===== src/rtl/bhc_pkg.sv =====
package bhc_pkg;
    typedef enum logic [1:0] {
        LATCH_XFER   = 2'b00,
        LATCH_STALL  = 2'b01,
        LATCH_BUBBLE = 2'b10
    } latch_cmd_e;

    typedef struct packed {
        latch_cmd_e if_id;
        latch_cmd_e id_ex;
        latch_cmd_e ex_mem;
        logic       hold;
        logic       redirect;
        logic       resolve_taken;
    } ctrl_t;
endpackage


===== src/rtl/bhc_policy.sv =====
module bhc_policy
    import bhc_pkg::*;
(
    input  logic  mode,
    input  logic  id_br,
    input  logic  ex_br,
    input  logic  mem_br,
    input  logic  mem_taken,
    output ctrl_t ctrl
);
    logic taken_now;
    logic young_br;

    always_comb begin
        taken_now = mem_br & mem_taken;
        young_br  = id_br | ex_br;
        ctrl = '{if_id: LATCH_XFER, id_ex: LATCH_XFER, ex_mem: LATCH_XFER,
                 hold: 1'b0, redirect: 1'b0, resolve_taken: 1'b0};
        if (taken_now) begin
            ctrl.if_id         = LATCH_BUBBLE;
            ctrl.id_ex         = LATCH_BUBBLE;
            ctrl.ex_mem        = LATCH_BUBBLE;
            ctrl.redirect      = 1'b1;
            ctrl.resolve_taken = 1'b1;
        end else if (!mode && young_br) begin
            ctrl.if_id = LATCH_STALL;
            ctrl.id_ex = LATCH_BUBBLE;
            ctrl.hold  = 1'b1;
        end
    end
endmodule


===== src/rtl/bhc_counters.sv =====
module bhc_counters #(
    parameter int CNT_W        = 16,
    parameter int CANCEL_SLOTS = 3
) (
    input  logic             clk,
    input  logic             rst_n,
    input  logic             mode,
    input  logic             hold,
    input  logic             resolve_taken,
    output logic [CNT_W-1:0] stall_cnt,
    output logic [CNT_W-1:0] squash_cnt
);
    localparam logic [CNT_W-1:0] SPEC_INC = CNT_W'(CANCEL_SLOTS);
    localparam logic [CNT_W-1:0] SAFE_INC = CNT_W'(1);

    typedef struct packed {
        logic [CNT_W-1:0] stalls;
        logic [CNT_W-1:0] squashes;
    } cnt_t;

    cnt_t cnt_d, cnt_q;

    always_comb begin
        cnt_d = cnt_q;
        if (hold)
            cnt_d.stalls = cnt_q.stalls + SAFE_INC;
        if (resolve_taken)
            cnt_d.squashes = cnt_q.squashes + (mode ? SPEC_INC : SAFE_INC);
    end

    always_ff @(posedge clk) begin
        if (!rst_n) cnt_q <= '0;
        else        cnt_q <= cnt_d;
    end

    assign stall_cnt  = cnt_q.stalls;
    assign squash_cnt = cnt_q.squashes;
endmodule


===== src/rtl/branch_hazard_ctrl.sv =====
module branch_hazard_ctrl
    import bhc_pkg::*;
#(
    parameter int CNT_W        = 16,
    parameter int CANCEL_SLOTS = 3
) (
    input  logic             clk,
    input  logic             rst_n,
    input  logic             mode,
    input  logic             id_br,
    input  logic             ex_br,
    input  logic             mem_br,
    input  logic             mem_taken,
    output logic [1:0]       if_id_cmd,
    output logic [1:0]       id_ex_cmd,
    output logic [1:0]       ex_mem_cmd,
    output logic             pc_hold,
    output logic             pc_redirect,
    output logic [CNT_W-1:0] stall_cnt,
    output logic [CNT_W-1:0] squash_cnt
);
    ctrl_t ctrl;

    bhc_policy u_policy (
        .mode      (mode),
        .id_br     (id_br),
        .ex_br     (ex_br),
        .mem_br    (mem_br),
        .mem_taken (mem_taken),
        .ctrl      (ctrl)
    );

    bhc_counters #(.CNT_W(CNT_W), .CANCEL_SLOTS(CANCEL_SLOTS)) u_cnt (
        .clk           (clk),
        .rst_n         (rst_n),
        .mode          (mode),
        .hold          (ctrl.hold),
        .resolve_taken (ctrl.resolve_taken),
        .stall_cnt     (stall_cnt),
        .squash_cnt    (squash_cnt)
    );

    assign if_id_cmd   = ctrl.if_id;
    assign id_ex_cmd   = ctrl.id_ex;
    assign ex_mem_cmd  = ctrl.ex_mem;
    assign pc_hold     = ctrl.hold;
    assign pc_redirect = ctrl.redirect;
endmodule


===== config.mk =====
export PLATFORM = sky130hd
export DESIGN_NAME = branch_hazard_ctrl
export DESIGN_NICKNAME = d
export VERILOG_FILES = /design/src/rtl/bhc_pkg.sv /design/src/rtl/bhc_policy.sv /design/src/rtl/bhc_counters.sv /design/src/rtl/branch_hazard_ctrl.sv
export SDC_FILE = /design/constraint.sdc
export NUM_CORES = 1
export LEC_CHECK = 0
export BUFFER_PORTS_ARGS = -buffer_cell sky130_fd_sc_hd__buf_2
export CORE_MARGIN = 2
export CORE_UTILIZATION = 40
export CTS_BUF_LIST = sky130_fd_sc_hd__clkbuf_16
export CTS_CLUSTER_DIAMETER = 40
export DETAILED_ROUTE_END_ITERATION = 8
export GPL_TIMING_DRIVEN = 0
export PLACE_DENSITY = 0.74
export SYNTH_ARGS = -nofsm -noshare
export SYNTH_HDL_FRONTEND = slang
export SYNTH_SLANG_ARGS = --single-unit

===== constraint.sdc =====
create_clock -name clk -period 2.5 [get_ports clk]
set_input_delay 0.5 -clock clk [delete_from_list [all_inputs] [get_ports clk]]
set_output_delay 0.5 -clock clk [all_outputs]
set_load 0.01 [all_outputs]

==> summary by stage <==
Power and ir drop
The peak ir drop on the vdd network is 0.321 mV. The part of the power in combinational logic is 7.0%. The leakage dissipation is 0.811 nW. The power per cell area is ~570 mW/mm^2.

The clock network fraction of total power is between 40% and 50%. Summed over all nets, the switching power comes to 0.000245 W. The share of total power consumed by net switching is a little over a fifth. The internal portion of total power is 0.000900 W. The sequential power share is between 40% and 50%. The total power after layout is 0.00115 W.

Logic synthesis
The total standard cell area after synthesis is 0.00158 mm^2. Sequential elements use about two fifths of the synthesized area. In the post-synthesis netlist, the biggest area contributors are sky130_fd_sc_hd__dfxtp_1 (41%), sky130_fd_sc_hd__xnor2_1 (7.2%), sky130_fd_sc_hd__nor2_1 (5.9%).

The number of enable-type register cells in the synthesized netlist is 0. The biggest area contributor in the post-synthesis netlist is sky130_fd_sc_hd__dfxtp_1. After synthesis, the mean cell area works out to 8.60 um^2.

The Yosys step of the flow raised 0 warnings. The synthesized netlist contains 35 unique library cells. The most instantiated flip-flop cell in the synthesis netlist is sky130_fd_sc_hd__dfxtp_1. Counting flops with an async set or reset pin after synthesis yields a share of 0%.

In the synthesized netlist, the number of instances is 184. The top cell type by area accounts for between 40% and 50% of the synthesized area. The total of flip-flops plus latches after synthesis is 32.

Floorplanning
The height of the chip is 66.9 um. From left edge to right edge, the die measures 66.9 um. The total core area is 0.00374 mm^2. The initial utilization of the core area, before any placement, comes to 42.2%.

The total number of placement rows is 22. The number of primary I/O pins is 47. The floorplan step defined a die boundary enclosing 0.00447 mm^2.

Global routing
The global-route usage over all layers is 18.6%. The via count of the first global-routing pass is 1,349. The initial antenna violation count is 0.

The total congestion overflow is 0. The pin count of the biggest net entering global routing is 11. The first global-routing pass estimated roughly 6.2 mm of wire.

Critical path
By instance count, the cell type seen most on the critical path is sky130_fd_sc_hd__buf_2. Walking the worst path, the cells encountered are buf_2, nand2_1, inv_1, nor3_2, buf_4, buf_2. The element type at the critical path end is a primary output. The worst setup path is launched from an input port. Data arrives at the worst endpoint at 1670 ps. The highest fanout seen on the critical path is 8. On the worst path, the slowest cell contributes a delay of between 300 and 400 ps. The largest individual stage delay along the critical path comes from the cell sky130_fd_sc_hd__nor3_2. Data on the critical path is required at its endpoint by 2000 ps. By startpoint and endpoint, the worst setup path is classified as in2out.

Timing
In the final timing run, aggregate negative setup slack is 0 ps. The final-report setup violation count is 0. The worst clock skew is between 3 and 4 ps. Setup repair after global routing left no endpoint under its margin. The maximum frequency from static timing analysis is between 0.4 and 0.5 GHz. The final hold violation count came to 0. After layout, the worst path uses 86.9% of the clock period. The final period demand of the worst path is 2170 ps. The number of slew-limit violations in the final report is 0.

Clocking
The H-tree was split into 2 levels. For the worst-skew pair, the clock arrives at the later sink with an insertion delay of 270 ps. CTS saw 32 sinks.

In this run the clock root is driven by a sky130_fd_sc_hd__clkbuf_16. The number of buffers on the longest clock path is 2. The total CTS buffers is 5.

TritonCTS built the clock tree. After clock tree synthesis, the clock-pin slew on the worst setup and hold paths is 50 ps. The number of setup buffers added after CTS is 0.

Place
Port buffering added 44 buffers. The half-perimeter wire length of the detailed placement result is approximately 2.6 mm. At the end of routability-driven placement, the weighted congestion stood at 0.753.

Run
Across the run, the number of max-cap violations was 0.

Finish
The sequential cell area in the final layout is 641 um^2. The layout overhead on the synthesized area is 26.2%. The share of layout cells above drive strength 1 is a little over a quarter. The final net count is roughly 250.

The total area of multi-input combinational cells is 845 um^2. The total inserted antenna cells is 0. The filler cell count is 368.

Routing
The routed layout has 1,473 vias. The number of DRC markers after the initial detailed-route iteration is 98. After detailed routing, the number of remaining DRC violations is 0. Once detail routing completed, the nets flagged for antenna violations numbered 0. For this block, the routed nets add up to between 3 and 4 mm of wire. The first-pass iteration count of the detailed router is 4. Using the TritonRoute via totals, the vias-per-cell ratio works out to 5.22. The average detailed-routed wire length per instance is 12.6 um.

Worst hold path
The type of the most critical hold path is reg2reg.

Status
The flow ran to the end, and the final reports show no timing, DRC or antenna violations.
==> worst max-delay path, delay by kind of cell <==
family | cells | cell delay [ps]
AND/OR/NAND/NOR | 2 | 550
buffers and inverters | 4 | 630
==> power groups by stage <==
stage	logic [W]	clock network, W	registers [W]
2_1_floorplan	0.0000465	0	0.000536
3_5_place_dp	0.0000798	0	0.000534
3_3_place_gp	0.0000776	0	0.000534
5_1_grt	0.0000898	0.000571	0.000525
6_report	0.0000800	0.000541	0.000525
4_1_cts	0.0000803	0.000548	0.000524
==> cell families (layout without fill, tap and decap cells) <==
group	count (synthesis)	in the layout	share of synthesized area [%]
adder cells (fa/ha/maj)	3	3	2.85
AO/OA/AOI/OAI	25	25	9.57
XOR/XNOR	17	17	9.41
other	1	2	0.237
AND/OR/NAND/NOR	83	83	28.2
buffers and inverters	19	68	6.65
flip-flops	32	32	40.5
multiplexers	4	4	2.53
==> worst paths after layout <==
check	cells after the start	slack, ps	endpoint	startpoint
hold / removal	2	470	u_cnt.squash_cnt[15]$_SDFFE_PN0P_	u_cnt.squash_cnt[15]$_SDFFE_PN0P_
hold reg to reg	2	470	u_cnt.squash_cnt[15]$_SDFFE_PN0P_	u_cnt.squash_cnt[15]$_SDFFE_PN0P_
setup reg to reg	6	470	u_cnt.squash_cnt[12]$_SDFFE_PN0P_	u_cnt.squash_cnt[0]$_SDFFE_PN0P_
setup / recovery	6	330	if_id_cmd[0]	mem_br
==> stage by stage <==
stage	hold slack [ps]	setup slack, ps	std cells	area, um^2	utilization [%]
after floorplan	490	396	185	1590	-
after global placement	459	190	277	1870	49.8
after detailed placement	467	150	277	1870	49.8
after CTS	475	152	282	1990	53.2
after global routing	500	176	282	2000	53.3
final	470	329	282	2000	53.3
==> cell usage after synthesis, drive strengths merged (5+ instances only) <==
| cell type | n |
|---|---|
| nand4 | 5 |
| nand3 | 10 |
| o21ai | 5 |
| dfxtp | 32 |
| xnor2 | 13 |
| a21oi | 11 |
| nor3 | 6 |
| nor2 | 25 |
| o31ai | 6 |
| buf | 7 |
| inv | 9 |
| nand2 | 12 |
| or4 | 6 |
==> cells in the final DEF, fill, tap and decap left out, drive strengths merged <==
cell type	synthesis	routed
a211oi	1	1
a21oi	11	11
and2	1	1
and4	3	3
buf	7	51
clkbuf	3	8
conb	1	2
dfxtp	32	32
fa	1	1
ha	2	2
inv	9	9
mux2i	4	4
nand2	12	12
nand2b	3	3
nand3	10	10
nand4	5	5
nand4b	2	2
nor2	25	25
nor3	6	6
nor4	4	4
nor4b	1	1
o21ai	5	5
o21ba	1	1
o2bb2ai	1	1
o31ai	6	6
or2	1	1
or3	4	4
or4	6	6
xnor2	13	13
xor2	4	4
==> state kept, by name (all words and copies together) (netlist names) <==
signal,count
u_cnt.stall_cnt,16
u_cnt.squash_cnt,16
==> layout make-up <==
class	count	share of cell area [%]
plain buffers	10	3.57
multi-input cells	134	42.3
well taps	48	3.01
clock buffers	5	6.27
inverters	9	1.69
repair buffers	44	11.0
flip-flops and latches	32	32.1
==> metal layers <==
metal | track usage (%) | wire, um | share of wire (%)
met1 | 23.3 | 1690 | 47
met2 | 29.9 | 1600 | 45
met3 | 4.05 | 174 | 4.9
met4 | 9.18 | 92 | 2.6
met5 | 0 | 0 | 0
==> what timing repair did <==
item	CTS	global route
gates resized for setup	0	1
setup endpoints to repair	0	1
hold buffers	0	0
(Power assumes the default switching activity.)
